<file path="src/rtl/fam_pkg.sv">
`timescale 1ns/1ps
package fam_pkg;

  // One radix-4 digit: value = (neg ? -1 : 1) * (two ? 2 : one ? 1 : 0)
  typedef struct packed {
    logic neg;
    logic two;
    logic one;
  } booth_dig_t;

  // Outputs of one sum-recoding cell
  typedef struct packed {
    logic nbit;      // negatively weighted bit (weight -2 in the digit)
    logic pbit;      // positively weighted bit (weight +1 in the digit)
    logic carry_fa;  // positive carry into the next cell's full adder
    logic carry_bt;  // positive carry that becomes the next digit's low bit
  } cell_out_t;

  // a_hi+b_hi = 2*ch - sh (signed half adder, negative sum)
  // a_lo+b_lo+cin = 2*fc + fs (ordinary full adder)
  // fc - sh = 2*cb - nb (half adder with one negative input)
  function automatic cell_out_t sum_cell(input logic a_lo, input logic b_lo,
                                         input logic a_hi, input logic b_hi,
                                         input logic cin);
    cell_out_t o;
    logic sh, fc;
    sh         = a_hi ^ b_hi;
    fc         = (a_lo & b_lo) | (a_lo & cin) | (b_lo & cin);
    o.carry_fa = a_hi | b_hi;
    o.pbit     = a_lo ^ b_lo ^ cin;
    o.nbit     = sh ^ fc;
    o.carry_bt = fc & ~sh;
    return o;
  endfunction

  // Digit from triple (n, p1, p0): value = -2n + p1 + p0
  function automatic booth_dig_t booth_decode(input logic n, input logic p1,
                                              input logic p0);
    booth_dig_t d;
    d.one = p1 ^ p0;
    d.two = (n & ~p1 & ~p0) | (~n & p1 & p0);
    d.neg = n & ~(p1 & p0);
    return d;
  endfunction

endpackage

</file>
<file path="src/rtl/fam_sum_recoder.sv">
`timescale 1ns/1ps
module fam_sum_recoder
  import fam_pkg::*;
#(
  parameter int N = 16
) (
  input  logic [N-1:0]           a_i,
  input  logic [N-1:0]           b_i,
  output booth_dig_t [N/2:0]     dig_o
);
  localparam int ND = N / 2 + 1;
  localparam int W  = N + 2;

  logic [W-1:0]  a_ext, b_ext;
  logic [ND-1:0] cin_fa, cin_bt;
  cell_out_t [ND-1:0] cells;
  logic [1:0] unused_top_carry;

  assign a_ext = {{2{a_i[N-1]}}, a_i};
  assign b_ext = {{2{b_i[N-1]}}, b_i};
  assign cin_fa[0] = 1'b0;
  assign cin_bt[0] = 1'b0;

  for (genvar j = 0; j < ND; j++) begin : g_cell
    assign cells[j] = sum_cell(a_ext[2*j], b_ext[2*j],
                               a_ext[2*j+1], b_ext[2*j+1], cin_fa[j]);
    assign dig_o[j] = booth_decode(cells[j].nbit, cells[j].pbit, cin_bt[j]);
    if (j < ND - 1) begin : g_link
      assign cin_fa[j+1] = cells[j].carry_fa;
      assign cin_bt[j+1] = cells[j].carry_bt;
    end
  end

  // Carries out of the top cell fall outside the representable range
  assign unused_top_carry = {cells[ND-1].carry_fa, cells[ND-1].carry_bt};
endmodule

</file>
<file path="src/rtl/fam_pp_gen.sv">
`timescale 1ns/1ps
module fam_pp_gen
  import fam_pkg::*;
#(
  parameter int N = 16
) (
  input  logic [N-1:0]             x_i,
  input  booth_dig_t [N/2:0]       dig_i,
  output logic [N/2+2:0][2*N:0]    rows_o
);
  localparam int ND = N / 2 + 1;
  localparam int ZW = 2 * N + 1;

  function automatic logic [ZW-1:0] sign_fix();
    logic [ZW-1:0] c;
    c = '0;
    for (int j = 0; j < ND; j++) c = c - (ZW'(1) << (N + 2 * j));
    return c;
  endfunction

  localparam logic [ZW-1:0] SIGN_FIX = sign_fix();

  logic [ZW-1:0] neg_row;

  for (genvar j = 0; j < ND; j++) begin : g_row
    logic [N:0] mag, flip;
    always_comb begin
      if (dig_i[j].two)      mag = {x_i, 1'b0};
      else if (dig_i[j].one) mag = {x_i[N-1], x_i};
      else                   mag = '0;
    end
    assign flip      = mag ^ {(N+1){dig_i[j].neg}};
    assign rows_o[j] = ZW'({~flip[N], flip[N-1:0]}) << (2 * j);
  end

  always_comb begin
    neg_row = '0;
    for (int j = 0; j < ND; j++) neg_row[2*j] = dig_i[j].neg;
  end

  assign rows_o[ND]   = neg_row;
  assign rows_o[ND+1] = SIGN_FIX;
endmodule

</file>
<file path="src/rtl/fam_csa_tree.sv">
`timescale 1ns/1ps
module fam_csa_tree #(
  parameter int W    = 33,
  parameter int ROWS = 11
) (
  input  logic [ROWS-1:0][W-1:0] rows_i,
  output logic [W-1:0]           sum_o,
  output logic [W-1:0]           carry_o
);
  localparam int PAD = ROWS + 2;

  function automatic logic [2*W-1:0] reduce(input logic [ROWS-1:0][W-1:0] r);
    logic [W-1:0] cur [PAD];
    logic [W-1:0] nxt [PAD];
    int cnt, ncnt;
    for (int i = 0; i < PAD; i++) cur[i] = (i < ROWS) ? r[i] : '0;
    cnt = ROWS;
    for (int lv = 0; lv < ROWS; lv++) begin
      ncnt = 0;
      for (int i = 0; i < PAD; i++) nxt[i] = '0;
      for (int g = 0; g < (ROWS + 2) / 3; g++) begin
        if (3 * g + 2 < cnt) begin
          nxt[ncnt]   = cur[3*g] ^ cur[3*g+1] ^ cur[3*g+2];
          nxt[ncnt+1] = ((cur[3*g] & cur[3*g+1]) | (cur[3*g] & cur[3*g+2]) |
                         (cur[3*g+1] & cur[3*g+2])) << 1;
          ncnt += 2;
        end else if (3 * g < cnt) begin
          nxt[ncnt] = cur[3*g];
          ncnt += 1;
          if (3 * g + 1 < cnt) begin
            nxt[ncnt] = cur[3*g+1];
            ncnt += 1;
          end
        end
      end
      for (int i = 0; i < PAD; i++) cur[i] = nxt[i];
      cnt = ncnt;
    end
    return {cur[1], cur[0]};
  endfunction

  assign {carry_o, sum_o} = reduce(rows_i);
endmodule

</file>
<file path="src/rtl/fam_prefix_add.sv">
`timescale 1ns/1ps
module fam_prefix_add #(
  parameter int W = 33
) (
  input  logic [W-1:0] a_i,
  input  logic [W-1:0] b_i,
  output logic [W-1:0] s_o
);
  localparam int L = $clog2(W);

  logic [L:0][W-1:0] gg, pp;
  logic [W-1:0] unused_p_top;
  logic         unused_cout;

  assign gg[0] = a_i & b_i;
  assign pp[0] = a_i ^ b_i;

  for (genvar l = 0; l < L; l++) begin : g_lvl
    for (genvar i = 0; i < W; i++) begin : g_bit
      if (i >= (1 << l)) begin : g_comb
        assign gg[l+1][i] = gg[l][i] | (pp[l][i] & gg[l][i-(1<<l)]);
        assign pp[l+1][i] = pp[l][i] & pp[l][i-(1<<l)];
      end else begin : g_pass
        assign gg[l+1][i] = gg[l][i];
        assign pp[l+1][i] = pp[l][i];
      end
    end
  end

  assign s_o          = pp[0] ^ {gg[L][W-2:0], 1'b0};
  assign unused_p_top = pp[L];
  assign unused_cout  = gg[L][W-1];
endmodule

</file>
<file path="src/rtl/fam_unit.sv">
`timescale 1ns/1ps
module fam_unit
  import fam_pkg::*;
#(
  parameter int N       = 16,
  parameter bit REG_OUT = 1'b1
) (
  input  logic           clk,
  input  logic           rst_n,
  input  logic [N-1:0]   x,
  input  logic [N-1:0]   a,
  input  logic [N-1:0]   b,
  output logic [2*N:0]   z
);
  localparam int ND   = N / 2 + 1;
  localparam int ZW   = 2 * N + 1;
  localparam int ROWS = ND + 2;

  booth_dig_t [ND-1:0]         dig;
  logic [ROWS-1:0][ZW-1:0]     rows;
  logic [ZW-1:0]               tree_sum, tree_carry, prod_comb;

  fam_sum_recoder #(.N(N)) u_rec (.a_i(a), .b_i(b), .dig_o(dig));
  fam_pp_gen      #(.N(N)) u_ppg (.x_i(x), .dig_i(dig), .rows_o(rows));
  fam_csa_tree    #(.W(ZW), .ROWS(ROWS)) u_tree (
    .rows_i(rows), .sum_o(tree_sum), .carry_o(tree_carry));
  fam_prefix_add  #(.W(ZW)) u_add (
    .a_i(tree_sum), .b_i(tree_carry), .s_o(prod_comb));

  if (REG_OUT) begin : g_reg
    always_ff @(posedge clk or negedge rst_n) begin
      if (!rst_n) z <= '0;
      else        z <= prod_comb;
    end
  end else begin : g_comb
    assign z = prod_comb;
  end

  // Arithmetic restated behaviourally for the checks below
  function automatic logic [ZW-1:0] ref_prod(input logic [N-1:0] xv,
                                             input logic [N-1:0] av,
                                             input logic [N-1:0] bv);
    logic signed [ZW-1:0] xs, ys;
    xs = $signed({{(ZW-N){xv[N-1]}}, xv});
    ys = $signed({{(ZW-N){av[N-1]}}, av}) + $signed({{(ZW-N){bv[N-1]}}, bv});
    return xs * ys;
  endfunction

  function automatic logic [ZW-1:0] digit_total(input booth_dig_t [ND-1:0] d);
    logic [ZW-1:0] acc, t;
    acc = '0;
    for (int j = 0; j < ND; j++) begin
      t = d[j].two ? ZW'(2) : (d[j].one ? ZW'(1) : ZW'(0));
      if (d[j].neg) t = -t;
      acc = acc + (t << (2 * j));
    end
    return acc;
  endfunction

  function automatic logic [ZW-1:0] row_total(input logic [ROWS-1:0][ZW-1:0] r);
    logic [ZW-1:0] acc;
    acc = '0;
    for (int i = 0; i < ROWS; i++) acc = acc + r[i];
    return acc;
  endfunction

  for (genvar j = 0; j < ND; j++) begin : g_dchk

    digit_legal_chk: assert property (@(posedge clk) disable iff (!rst_n)
      $onehot0({dig[j].one, dig[j].two}) && (!dig[j].neg || dig[j].one || dig[j].two));
  end


  recode_sum_chk: assert property (@(posedge clk) disable iff (!rst_n)
    digit_total(dig) == ({{(ZW-N){a[N-1]}}, a} + {{(ZW-N){b[N-1]}}, b}));


  csa_conserve_chk: assert property (@(posedge clk) disable iff (!rst_n)
    (tree_sum + tree_carry) == row_total(rows));


  row_value_chk: assert property (@(posedge clk) disable iff (!rst_n)
    row_total(rows) == ref_prod(x, a, b));


  product_out_chk: assert property (@(posedge clk) disable iff (!rst_n)
    (REG_OUT && $past(rst_n)) |-> (z == $past(ref_prod(x, a, b))));


  always @(posedge clk) begin
    if (!rst_n) reset_clear_chk: assert (z == '0);
  end
endmodule

</file>
<file path="config.mk">
export PLATFORM = sky130hd
export DESIGN_NAME = fam_unit
export DESIGN_NICKNAME = d
export VERILOG_FILES = /design/src/rtl/fam_pkg.sv /design/src/rtl/fam_sum_recoder.sv /design/src/rtl/fam_pp_gen.sv /design/src/rtl/fam_csa_tree.sv /design/src/rtl/fam_prefix_add.sv /design/src/rtl/fam_unit.sv
export SDC_FILE = /design/constraint.sdc
export NUM_CORES = 1
export LEC_CHECK = 0
export ABC_CLOCK_PERIOD_IN_PS = 800
export BUFFER_PORTS_ARGS = -buffer_cell sky130_fd_sc_hd__buf_2
export CORE_MARGIN = 2
export CORE_UTILIZATION = 55
export CTS_CLUSTER_DIAMETER = 60
export CTS_CLUSTER_SIZE = 30
export DETAILED_ROUTE_END_ITERATION = 16
export GPL_TIMING_DRIVEN = 0
export PLACE_DENSITY = 0.88
export SLEW_MARGIN = 10
export SYNTH_ARGS = -nofsm -noshare
export SYNTH_HDL_FRONTEND = slang
export SYNTH_SLANG_ARGS = --single-unit
</file>
<file path="constraint.sdc">
create_clock -name clk -period 0.8 [get_ports clk]
set_clock_uncertainty 0.05 [all_clocks]
set_input_delay 0.24 -clock clk [delete_from_list [all_inputs] [get_ports clk]]
set_output_delay 0.24 -clock clk [all_outputs]
set_load 0.005 [all_outputs]
</file>
==> results.tsv <==
stage	metric	value	unit
run_status	status	finished with violations	
run_status	violations	hold timing, setup timing	
timing	rsz0062_at_grt	yes	
grt	grt_pass1_wl	50800	um
timing	relSlewSlack	0.402	
floorplan	fp.coreArea	0.0174	mm2
placed_design	post-place-ws	-6080	ps
synthesis	syn_nets	1442	
clock_tree	clock_sinks	33	
clock_tree	htreeDepth	2	
setup_path	crit_arrival	6640	ps
clock_tree	clkTransAtPathRegs	70	ps
clock_tree	cts-root-buf	clkbuf_16	
timing	hold_slack	-47.1	ps
finish	largest_register	z	
finish	fill_cells	1148	
synthesis	synth-edff-count	0	
timing	hold_viol	33	
setup_path	required	920	ps
synthesis	ys_seq_elements	33	
setup_path	cpPeakStageDelay	630	ps
hold_path	min_path_type	primary input to async pin	
placed_design	io_buffers	81	
route	vias	9398	
timing	finalMaxSlewViolations	0	
synthesis	ys_seq_area_frac	0.0842	
synthesis	yosys.area.top_type	fa_1	
setup_path	cpMaxStageDelayCell	fa_1	
finish	n_antenna_cell	0	
grt	grt_max_degree	34	
clock_tree	cts_tree	yes	
route	drt_first_pass_iters	5	
timing	period_minus_slack	6520	ps
finish	layout_commonest_cell	inv_1	
synthesis	yosys.cell_types.count	49	
job	maxCapViolCount	0	
synthesis	yosys_warnings	0	
synthesis	avgSynthCellArea	8.49	um2
placed_design	place_congestion	1.01	
finish	drive_above_1_share	0.378	
timing	setup_ws	-5720	ps
synthesis	yosys-top-cells-area	fa_1 (23%), ha_1 (16%), xnor2_1 (12%), dfrtp_1 (8.4%), inv_1 (7.5%)	
grt	overflow	0	
route	postRouteAntennaNets	0	
timing	period_share	8.16	
floorplan	ioPinCount	83	
grt	grt_pass1_vias	9270	
route	drtIter0Drc	887	
route	avgViaCountPerCell	6.10	
setup_path	startpoint_type	primary input	
floorplan	die_area	0.0189	mm2
setup_path	worstSetupStartpoint	a[5]	
floorplan	fp.dieW	138	um
setup_path	cp-end-kind	register	
timing	max_freq	0.153	GHz
setup_path	crit_top_cell	fa_1	
grt	grt.total_usage	0.356	
timing	setup_violations	66	
finish	layout.nets	1602	
finish	largest_reg_flops	33	
finish	area_growth	36.8	%
floorplan	chipHeight	138	um
setup_path	cp_max_fo	7	
synthesis	synth_top_cell_area_share	0.229	
timing	worst_slew_pin_slew	897	ps
finish	mostFrequentLayoutCells	inv_1 (159), xnor2_1 (113), and3_1 (92)	
synthesis	netlist_area	0.00981	mm2
route	wl_per_cell	23.1	um
clock_tree	clock_path_buffers	2	
clock_tree	cts_inserted_buffers	5	
timing	setup_tns	-160580	ps
finish	reg_top3	z x33	
grt	antenna_found_initial	0	
route	wirelength	35700	um
synthesis	synthArstFlopShare	1.00	
setup_path	path_class	primary input to register	
floorplan	start_util	0.565	
synthesis	synth_cells	1155	
synthesis	ys.flop_type	dfrtp_1	
route	drc	0	
floorplan	num_rows	48	
placed_design	hpwl	24200	um
stage by stage:
stage | util | instances | area, um2
2_1_floorplan | - | 1155 | 10800
3_3_place_gp | 0.662 | 1461 | 11500
3_5_place_dp | 0.662 | 1461 | 11500
4_1_cts | 0.736 | 1513 | 12800
5_1_grt | 0.773 | 1541 | 13400
6_report | 0.773 | 1541 | 13400
cell families (layout without fill, tap and decap cells):
group / Yosys count / count (layout) / synth area share
fa+ha+maj: 237 / 237 / 0.388
xor+xnor: 168 / 168 / 0.150
simple gates: 213 / 213 / 0.122
buf+inv: 259 / 420 / 0.100
mux: 14 / 14 / 0.0148
compound gates: 231 / 231 / 0.141
flops: 33 / 33 / 0.0842
area by class of cell:
cell class / count / area [um2] / area share
Buffer: 53 / 435 / 0.0324
Clock buffer: 6 / 129 / 0.00960
Clock inverter: 2 / 10.0 / 0.000746
Inverter: 201 / 811 / 0.0604
Multi-Input combinational cell: 863 / 9790 / 0.730
Sequential cell: 33 / 826 / 0.0615
Tap cell: 225 / 282 / 0.0210
Timing Repair Buffer: 158 / 1130 / 0.0846
worst max-delay path by stage:
stage	slack, ps	end	cells past startpoint
after floorplan	-5300	z[31]	25
after global placement	-6020	z[31]	25
after detailed placement	-6080	z[31]	25
after CTS	-5310	z[31]	26
after global routing	-6080	z[31]	27
final	-5720	z[31]	27
synth_stat cells, drive strengths merged (8+ instances only):
library cell and number:
inv 200, a21oi 135, xnor2 132, ha 125, fa 112, and3 109, clkbuf 48, xor2 36
o21ai 34, dfrtp 33, nand2 26, nand3 23, nor2 22, nor2b 19, buf 10, mux2i 10
o21a 10, o21bai 8
critical path, delay by kind of cell:
kind / cells / cell delay [ps]
fa+ha+maj: 8 / 3460
compound gates: 8 / 1520
simple gates: 2 / 540
xor+xnor: 2 / 280
buf+inv: 7 / 590
metal layers:
metal / GRT usage / share of wire / up-vias
li1: - / - / 4117
met1: 0.463 / 0.39 / 4594
met2: 0.586 / 0.47 / 553
met3: 0.0699 / 0.092 / 134
met4: 0.133 / 0.044 / 0
met5: 0 / 0 / -
what timing repair did:
action,CTS,global route
resized for setup,181,102
endpoints found under the setup margin,66,66
cloned,2,0
pin swaps,74,79
buffers inserted,47,29
hold endpoints to repair,14,0
Power is not shown: default switching activity piles up to over one toggle a cycle in this logic, so the estimate is an artifact.
